===== config.mk =====
export PLATFORM = sky130hd
export DESIGN_NAME = prp_wr_split
export DESIGN_NICKNAME = d
export VERILOG_FILES = /design/src/rtl/prp_split_pkg.sv /design/src/rtl/prp_start_chk.sv /design/src/rtl/prp_len_calc.sv /design/src/rtl/prp_beat_ctr.sv /design/src/rtl/prp_wr_split.sv
export SDC_FILE = /design/constraint.sdc
export NUM_CORES = 1
export LEC_CHECK = 0
export CORE_ASPECT_RATIO = 0.5
export CORE_MARGIN = 2
export CORE_UTILIZATION = 59
export DETAILED_ROUTE_END_ITERATION = 16
export DONT_BUFFER_PORTS = 1
export PLACE_DENSITY = 0.78
export SLEW_MARGIN = 20
export SYNTH_ARGS = -nofsm -noshare
export SYNTH_HDL_FRONTEND = slang
export SYNTH_HIERARCHICAL = 1
export SYNTH_SLANG_ARGS = --single-unit

===== constraint.sdc =====
create_clock -name clk_i -period 8.04 [get_ports clk_i]
set_input_delay 0.804 -clock clk_i [delete_from_list [all_inputs] [get_ports clk_i]]
set_output_delay 0.804 -clock clk_i [all_outputs]
set_load 0.005 [all_outputs]

===== src/rtl/prp_split_pkg.sv =====
package prp_split_pkg;
  localparam int unsigned MPS_MAX_B = 512;

  typedef enum logic {ST_IDLE, ST_RUN} st_e;

  function automatic logic [9:0] mps_bytes(input logic [1:0] sel);
    case (sel)
      2'd1:    return 10'd256;
      2'd2:    return 10'd512;
      default: return 10'd128; // code 3 falls back to the smallest size
    endcase
  endfunction
endpackage


===== src/rtl/prp_start_chk.sv =====
module prp_start_chk #(
  parameter int NLB_W  = 8,
  parameter int BLK_SH = 9,
  parameter int PG_SH  = 12,
  parameter int LEN_W  = NLB_W + 1 + BLK_SH
) (
  input  logic [NLB_W-1:0] nlb_i,
  input  logic [PG_SH-1:0] off_i,
  output logic [LEN_W-1:0] len_o,
  output logic             ovf_o
);
  localparam logic [LEN_W:0] LIM = (LEN_W+1)'(2) << PG_SH;

  logic [NLB_W:0] blk_cnt;
  logic [LEN_W:0] tot;

  always_comb begin
    blk_cnt = {1'b0, nlb_i} + (NLB_W+1)'(1);
    len_o   = LEN_W'(blk_cnt) << BLK_SH;
    tot     = {1'b0, len_o} + (LEN_W+1)'(off_i);
    ovf_o   = tot > LIM;
  end
endmodule


===== src/rtl/prp_len_calc.sv =====
module prp_len_calc #(
  parameter int LEN_W = 18,
  parameter int PG_SH = 12
) (
  input  logic [PG_SH-1:0] off_i,
  input  logic [LEN_W-1:0] rem_i,
  input  logic [LEN_W-1:0] mps_i,
  output logic [LEN_W-1:0] len_o
);
  localparam logic [LEN_W-1:0] PG_B = LEN_W'(1) << PG_SH;

  logic [LEN_W-1:0] pg_rem, lim;

  always_comb begin
    pg_rem = PG_B - LEN_W'(off_i);
    lim    = (mps_i < pg_rem) ? mps_i : pg_rem;
    len_o  = (rem_i < lim) ? rem_i : lim;
  end
endmodule


===== src/rtl/prp_beat_ctr.sv =====
module prp_beat_ctr #(
  parameter int CNT_W = 8
) (
  input  logic             clk_i,
  input  logic             rst_ni,
  input  logic             fire_i,
  input  logic [CNT_W-1:0] len_dw_i,
  output logic             sop_o,
  output logic             eop_o
);
  logic [CNT_W-1:0] cnt_q;

  assign sop_o = (cnt_q == '0);
  assign eop_o = (cnt_q == len_dw_i - CNT_W'(1));

  always_ff @(posedge clk_i or negedge rst_ni) begin
    if (!rst_ni)             cnt_q <= '0;
    else if (fire_i && eop_o) cnt_q <= '0;
    else if (fire_i)          cnt_q <= cnt_q + CNT_W'(1);
  end

  assert_beat_in_req_R6: assert property (@(posedge clk_i) disable iff (!rst_ni)
    (len_dw_i != '0) |-> (cnt_q < len_dw_i));
endmodule


===== src/rtl/prp_wr_split.sv =====
module prp_wr_split
  import prp_split_pkg::*;
#(
  parameter int AW         = 64,
  parameter int DW         = 32,
  parameter int NLB_W      = 8,
  parameter int BLK_BYTES  = 512,
  parameter int PAGE_BYTES = 4096,
  localparam int LDW_W     = $clog2(MPS_MAX_B / 4) + 1
) (
  input  logic             clk_i,
  input  logic             rst_ni,
  input  logic             start_i,
  input  logic [AW-1:0]    prp1_i,
  input  logic [AW-1:0]    prp2_i,
  input  logic [NLB_W-1:0] nlb_i,
  input  logic [1:0]       mps_sel_i,
  input  logic             dat_valid_i,
  input  logic [DW-1:0]    dat_i,
  output logic             dat_ready_o,
  output logic             wr_valid_o,
  input  logic             wr_ready_i,
  output logic             wr_sop_o,
  output logic             wr_eop_o,
  output logic [AW-1:0]    wr_addr_o,
  output logic [LDW_W-1:0] wr_len_o,
  output logic [DW-1:0]    wr_data_o,
  output logic             done_o,
  output logic             err_o
);
  localparam int BLK_SH = $clog2(BLK_BYTES);
  localparam int PG_SH  = $clog2(PAGE_BYTES);
  localparam int LEN_W  = NLB_W + 1 + BLK_SH;
  localparam logic [LEN_W-1:0] PG_B = LEN_W'(1) << PG_SH;

  st_e              st_q;
  logic [AW-1:0]    addr_q, pg2_q, addr_nx, prp1_al, prp2_al;
  logic [LEN_W-1:0] rem_q, mps_q, len_b, xfer_len;
  logic             ovf, fire, sop, eop, done_q, err_q, run;

  assign prp1_al = prp1_i & ~AW'(3);
  assign prp2_al = prp2_i & ~AW'(PAGE_BYTES - 1);

  prp_start_chk #(.NLB_W(NLB_W), .BLK_SH(BLK_SH), .PG_SH(PG_SH), .LEN_W(LEN_W)) u_chk (
    .nlb_i (nlb_i),
    .off_i (prp1_al[PG_SH-1:0]),
    .len_o (xfer_len),
    .ovf_o (ovf)
  );

  prp_len_calc #(.LEN_W(LEN_W), .PG_SH(PG_SH)) u_len (
    .off_i (addr_q[PG_SH-1:0]),
    .rem_i (rem_q),
    .mps_i (mps_q),
    .len_o (len_b)
  );

  prp_beat_ctr #(.CNT_W(LDW_W)) u_ctr (
    .clk_i    (clk_i),
    .rst_ni   (rst_ni),
    .fire_i   (fire),
    .len_dw_i (wr_len_o),
    .sop_o    (sop),
    .eop_o    (eop)
  );

  assign run         = (st_q == ST_RUN);
  assign wr_valid_o  = run && dat_valid_i;
  assign dat_ready_o = run && wr_ready_i;
  assign fire        = wr_valid_o && wr_ready_i;
  assign wr_data_o   = dat_i;
  assign wr_addr_o   = addr_q;
  assign wr_len_o    = LDW_W'(len_b >> 2);
  assign wr_sop_o    = sop;
  assign wr_eop_o    = eop;
  assign done_o      = done_q;
  assign err_o       = err_q;
  assign addr_nx     = addr_q + AW'(len_b);

  always_ff @(posedge clk_i or negedge rst_ni) begin
    if (!rst_ni) begin
      st_q   <= ST_IDLE;
      addr_q <= '0;
      pg2_q  <= '0;
      rem_q  <= '0;
      mps_q  <= '0;
      done_q <= 1'b0;
      err_q  <= 1'b0;
    end else begin
      done_q <= 1'b0;
      err_q  <= 1'b0;
      if (st_q == ST_IDLE) begin
        if (start_i) begin
          if (ovf) begin
            err_q <= 1'b1;
          end else begin
            st_q   <= ST_RUN;
            addr_q <= prp1_al;
            pg2_q  <= prp2_al;
            rem_q  <= xfer_len;
            mps_q  <= LEN_W'(mps_bytes(mps_sel_i));
          end
        end
      end else if (fire && eop) begin
        rem_q <= rem_q - len_b;
        if (rem_q == len_b) begin
          st_q   <= ST_IDLE;
          done_q <= 1'b1;
        end else if (addr_nx[PG_SH-1:0] == '0) begin
          addr_q <= pg2_q; // first page used up
        end else begin
          addr_q <= addr_nx;
        end
      end
    end
  end

  assert_req_le_mps_R3: assert property (@(posedge clk_i) disable iff (!rst_ni)
    wr_valid_o |-> (len_b != '0) && (len_b <= mps_q));
  assert_no_page_cross_R4: assert property (@(posedge clk_i) disable iff (!rst_ni)
    (wr_valid_o && wr_sop_o) |-> (LEN_W'(wr_addr_o[PG_SH-1:0]) + len_b <= PG_B));
  assert_done_pulse_R7: assert property (@(posedge clk_i) disable iff (!rst_ni)
    done_o |=> !done_o);
  assert_err_after_start_R8: assert property (@(posedge clk_i) disable iff (!rst_ni)
    err_o |-> $past(start_i) && !done_o && !wr_valid_o);
  assert_stall_holds_R9: assert property (@(posedge clk_i) disable iff (!rst_ni)
    !wr_ready_i |-> !dat_ready_o);
endmodule


==> results of run 1 <==
## flip-flops by register name (all words and copies together), names as in the netlist
register	flops
wr_addr_o	64
u_ctr/cnt_q	8
done_o	1
rem_q	18
pg2_q	52
run	1
mps_q	3
err_o	1
## cells by family (layout without fill, tap and decap cells)
kind of cell             after synthesis  in the layout  synth area share
adder cells (fa/ha/maj)               76             76            0.0786
multiplexers                          76             76            0.0669
XOR/XNOR                              78             78            0.0557
AND/OR/NAND/NOR                      490            490             0.203
other                                  3             45          0.000909
flip-flops                           148            148             0.299
buffers and inverters                181            241            0.0730
AO/OA/AOI/OAI                        401            402             0.223
## worst min path at each step
| stage | endpoint | startpoint | cells after the start |
|---|---|---|---|
| after floorplan | wr_addr_o[42]$_DFFE_PN0P_ | pg2_q[42]$_DFFE_PN0P_ | 2 |
| after global placement | wr_addr_o[44]$_DFFE_PN0P_ | pg2_q[44]$_DFFE_PN0P_ | 2 |
| after detailed placement | pg2_q[31]$_DFFE_PN0P_ | pg2_q[31]$_DFFE_PN0P_ | 1 |
| after CTS | wr_addr_o[10]$_DFFE_PN0P_ | rst_ni | 0 |
| after global routing | mps_q[7]$_DFFE_PN0P_ | rst_ni | 0 |
| final | mps_q[7]$_DFFE_PN0P_ | rst_ni | 0 |
## cell type report
type / count / share of cell area
tap: 273 / 0.0235
inverter: 59 / 0.0152
timing repair buffer: 152 / 0.0862
clock inverter: 12 / 0.00576
sequential: 148 / 0.255
multi-input combinational: 1166 / 0.584
clock buffer: 18 / 0.0302
antenna: 1 / 0.000172
## report_power, final
| part | switching (mW) | total [mW] | internal (mW) | leakage, nW |
|---|---|---|---|---|
| combinational | 2.68 | 4.84 | 2.16 | 4.26 |
| sequential | 0.406 | 1.45 | 1.04 | 1.87 |
| clock | 0.353 | 0.752 | 0.398 | 0.258 |
| total | 3.44 | 7.05 | 3.60 | 6.39 |
## placed cells by master (no fill, tap or decap), drive strengths merged, types with 15 or more instances in the layout
cell	Yosys	final
dfrtp	148	148
o31ai	21	21
buf	66	152
conb	3	44
nor2	107	107
a211oi	17	17
a21oi	99	99
mux2i	21	21
xor2	40	40
nor2b	15	15
nand3	50	50
ha	73	73
nor4	21	21
a21o	20	21
nand2	112	112
mux2	55	55
xnor2	38	38
clkbuf	56	18
nor3	42	42
or3	20	20
a31oi	21	21
nand4	32	32
and3	28	28
o21ai	86	86
inv	58	61
## stage by stage
| step | std cells | setup TNS [ns] | hold slack (ns) | power, mW | util |
|---|---|---|---|---|---|
| floorplan | 1494 | 0 | 0.465 | 4.21 | - |
| global placement | 1776 | -2.08 | 0.483 | 5.45 | 0.647 |
| detailed placement | 1776 | -12.11 | 0.495 | 5.60 | 0.647 |
| CTS | 1810 | 0 | 0.0267 | 6.44 | 0.676 |
| global route | 1828 | -3.71 | 0.0318 | 7.51 | 0.708 |
| finish | 1829 | 0 | 0.0380 | 7.05 | 0.708 |
## synth_stat cells, types with 32 or more instances
master	n
xor2_1	40
xnor2_1	37
nand3_1	50
dfrtp_1	148
o21ai_0	78
ha_1	73
nor3_1	42
inv_1	58
buf_4	44
mux2_2	55
nand2_1	111
nand4_1	32
nor2_1	102
clkbuf_1	56
a21oi_1	87
## layer usage
metal  routed length (um)  track usage  share of wire
met1                16600        0.450           0.40
met2                19200        0.582           0.47
met3                 3670        0.100          0.089
met4                 1600        0.150          0.039
met5                    0            0              0
## timing repair
item / CTS / global route
endpoints found under the hold margin: 0 / 0
setup buffers: 4 / 16
pin swaps: 3 / 31
cloned: 0 / 2
gates resized for setup: 10 / 106
endpoints found under the setup margin: 55 / 72
==> out/qor.csv, run 1 <==
metric,value,unit
clock-pin transition on the worst setup and hold timing paths,0.07,ns
leading area contributor after synthesis,dfrtp_1,
ys flop type,dfrtp_1,
Max Cap Viol,0,
GP Congestion,0.952,
LEAKAGE,6.39,nW
register area,0.00370,mm2
FMAX,126,MHz
detailed placer's ending HPWL,28900,um
Rows,37,
total CTS buffers,17,
DRT antenna net count,0,
cell mode on critical path,buf_4,
CTS root buf,clkbuf_16,
post-placement cell area,0.0133,mm2
Critical Path Stages,38,
ys async rst share,1.00,
Multi-input gate area,0.00851,mm2
Overflow after GRT,0,
Reg-to-Reg End,wr_addr_o[50]$_DFFE_PN0P_,
fin. max-slew vios,0,
clock sinks,148,
Max-slew headroom,0.287,
post-route setup slack,0.0743,ns
"Period Utilization, post-route",0.991,
TritonCTS clock tree,done,
Fin. Hold Viols,0,
GRT Overall Usage,0.358,
vias per inst,6.63,
antenna violations before repair,1,
CP Class,reg -> reg,
Yosys reg bits,148,
via count,12100,
Layout Area Growth over Synthesis,17.5,%
Crit Path Max Fanout,11,
hold buffers post-CTS,0,
Worst EP arrival,8.31,ns
crit path capture type,register,
startpoint types,register,
Residual DRC,0,
Power Dens Cells,484,mW/mm2
Starting Density,0.603,
chip width,209,um
CP max stage cell,or4_4,
min Tclk post-route,7.97,ns
Max Root-Sink Buffers,2,
IO Count,285,
Layout Nets,1795,
total die area,0.0222,mm2
first-pass GRT wire length,62200,um
Clock Latency Late Sink,0.46,ns
Synth Warn #,6,
vias in the first global route,11600,
Starting DRT DRC Count,979,
WL per Instance,22.5,um
Core ar.,0.0206,mm2
"delay-heaviest family, CP",compound AO/OA/AOI/OAI gates,
share of cells above drive strength 1,0.228,
largest net degree at the start of global routing,149,
Post-Route WL,41100,um
fillers,1630,
r2r setup slk,0.07,ns
Place WS,-0.353,ns
die height,106,um
CP Buf/Inv Count,10,
synth top area cells,"dfrtp_1 (30%), ha_1 (7.4%), mux2_2 (5.0%)",
Setup crit start,wr_addr_o[0]$_DFFE_PN0P_,
worst vdd rail ir drop,0.000280,V
Mapped Cells,1453,
RSZ-0062 raised after global routing,yes,
FF-to-FF path depth,38,
Syn Area/Cell,8.53,um2
post-synth top area share,0.299,
number of synthesized flops with an enable pin,0,
r2r startpoint,wr_addr_o[0]$_DFFE_PN0P_,
"Seq/Total Area, Yosys",0.299,
status,completed,
library cells used by synthesis,88,
H-tree depth,4,
Buffers on Ports,0,
final setup fails,0,
worst endpoint required time,8.38,ns
fin area,0.0146,mm2
Tightest Pin Transition,1.07,ns
Final Skew,0.00926,ns
DR pass1 iterations,6,
worst setup path endpoint,wr_addr_o[50]$_DFFE_PN0P_,
Netlist Area Pre-Place,0.0124,mm2
worst hold path class,in -> async,
CP peak stage delay,0.58,ns
Note: power is estimated with default switching activity, not from simulation.
==> run 2: changes to the inputs <==
- CORE_ASPECT_RATIO: 0.5 -> not set
- RECOVER_POWER: not set -> 100
==> out/qor.csv, run 2 (synthesis results as in run 1) <==
metric,value,unit,change
Switching Fraction,0.487,,-0.000875
GRT Overall Usage,0.336,,-0.0223
GP Congestion,0.948,,-0.41%
hold_ws,0.0626,ns,+0.0247 ns
DRT met1 WL,14900,um,-10%
first-pass GRT wire length,58700,um,-5.6%
worst hold path class,in -> async,,
fin. max-slew vios,0,,unchanged
CTS root buf,clkbuf_16,,
total CTS buffers,17,,unchanged
vias per inst,6.51,,-1.9%
Max Root-Sink Buffers,2,,unchanged
Post-Route WL,38100,um,-7.4%
IO Count,285,,unchanged
worst endpoint required time,7.24,ns,-1.14 ns
min Tclk post-route,7.84,ns,-0.130 ns
antenna violations before repair,5,,+4
Clock Latency Late Sink,0.44,ns,-0.02 ns
TritonCTS clock tree,done,,
LEAKAGE,6.10,nW,-4.5%
total die area,0.0222,mm2,-0.31%
Rows,53,,+43%
most frequent cells in the layout,"dfrtp_1 (147), nand2_1 (111), nor2_1 (101)",,
metal3 WL,2980,um,-19%
WL per Instance,21.2,um,-5.6%
Tightest Pin Transition,1.04,ns,-0.0320 ns
register area,0.00371,mm2,about the same
via count,11700,,-3.8%
Crit Path Max Fanout,11,,unchanged
vias in the first global route,11200,,-3.2%
CP Class,reg -> out,,
CP Buf/Inv Count,7,,-3
die height,149,um,+40%
Starting Density,0.595,,-0.00775
DR pass1 iterations,6,,unchanged
share of cells above drive strength 1,0.175,,-0.0531
Final Power,6.53,mW,-7.3%
post-route setup slack,0.204,ns,+0.130 ns
Place WS,-0.125,ns,+0.228 ns
"delay-heaviest family, CP",compound AO/OA/AOI/OAI gates,,
clock share of power,0.120,,+0.013
Power Dens Cells,470,mW/mm2,-2.9%
H-tree depth,4,,unchanged
clock sinks,148,,unchanged
DRT antenna net count,0,,unchanged
startpoint types,register,,
chip width,149,um,-29%
Fin. Hold Viols,0,,unchanged
Overflow after GRT,0,,unchanged
crit path capture type,output pin,,
Core ar.,0.0208,mm2,+1.3%
Buffers on Ports,0,,unchanged
combinational share of power,0.658,,-0.029
Flop pwr share,0.222,,+0.016
P_sw,3.18,mW,-7.5%
metal2 WL,18300,um,-4.5%
"commonest non-fill, non-tap cell in the layout",dfrtp_1,,
hold buffers post-CTS,0,,unchanged
FMAX,128,MHz,+1.7%
Multi-input gate area,0.00815,mm2,-4.2%
worst vdd rail ir drop,0.000271,V,-3.0%
Residual DRC,0,,unchanged
detailed placer's ending HPWL,27800,um,-4.0%
status,completed,,
"Period Utilization, post-route",0.975,,-0.0161
CP max stage cell,dfrtp_1,,
Starting DRT DRC Count,915,,-6.5%
Worst EP arrival,7.03,ns,-1.28 ns
max reg flops,64,,unchanged
Layout Area Growth over Synthesis,12.1,%,
Max Cap Viol,0,,unchanged
Layout Nets,1751,,-2.5%
final setup fails,0,,unchanged
Max-slew headroom,0.302,,+0.0150
clock-pin transition on the worst setup and hold timing paths,0.07,ns,about the same
fillers,1746,,+7.1%
CP peak stage delay,0.42,ns,-0.16 ns
largest net degree at the start of global routing,149,,unchanged
Cell Int Power,3.35,mW,-7.2%
top routing layer in use,met5,,
Final Skew,0.0131,ns,+0.00383 ns
run 2: timing repair:
| item | in CTS | in global routing |
|---|---|---|
| buffers inserted | 0 | 9 |
| pin swaps | 0 | 11 |
| gates resized for setup | 4 | 37 |
| endpoints found under the setup margin | 40 | 62 |
| gates cloned | 0 | 0 |
run 2: path summary, 6_finish.rpt:
path | start | end | slack, ns | cells after the start
worst min-delay path | rst_ni | mps_q[8]$_DFFE_PN0P_ | 0.06 | 0
max in group asynchronous | rst_ni | run$_DFF_PN0_ | 7.61 | 0
worst min register to register | pg2_q[38]$_DFFE_PN0P_ | pg2_q[38]$_DFFE_PN0P_ | 0.51 | 1
worst max register to register | wr_addr_o[0]$_DFFE_PN0P_ | wr_addr_o[55]$_DFFE_PN0P_ | 0.24 | 37
min in group clk_i | prp2_i[32] | pg2_q[32]$_DFFE_PN0P_ | 0.49 | 2
worst max-delay path | wr_addr_o[0]$_DFFE_PN0P_ | wr_eop_o | 0.20 | 34
run 2: metrics by stage:
| stage | setup TNS (ns) | cells | instance area [um2] | utilization |
|---|---|---|---|---|
| 6_report | 0 | 1793 | 13900 | 0.667 |
| 5_1_grt | -1.18 | 1792 | 13900 | 0.667 |
| 4_1_cts | 0 | 1779 | 13600 | 0.655 |
| 3_5_place_dp | -1.24 | 1747 | 13100 | 0.627 |
| 3_3_place_gp | 0 | 1747 | 13100 | 0.627 |
| 2_1_floorplan | 0 | 1494 | 12500 | - |
run 2: power groups by stage:
stage	clock, mW	sequential, mW	combinational (mW)
6_report	0.781	1.45	4.30
5_1_grt	0.819	1.49	4.71
4_1_cts	0.786	1.44	4.04
3_5_place_dp	0	1.45	4.00
3_3_place_gp	0	1.43	3.88
2_1_floorplan	0	1.31	2.90
run 2: per-layer routing:
layer  vias up  GRT usage
li1       5407          -
met1      5622      0.397
met2       509      0.564
met3       129     0.0841
met4         2      0.175
met5         -          0
run 2: area by class of cell:
cell class,instances,share of cell area
antenna,5,0.000901
clock buffer,18,0.0309
clock inverter,14,0.0102
inverter,59,0.0159
multi-input combinational,1165,0.587
sequential,148,0.267
tap,275,0.0248
timing repair buffer,109,0.0635
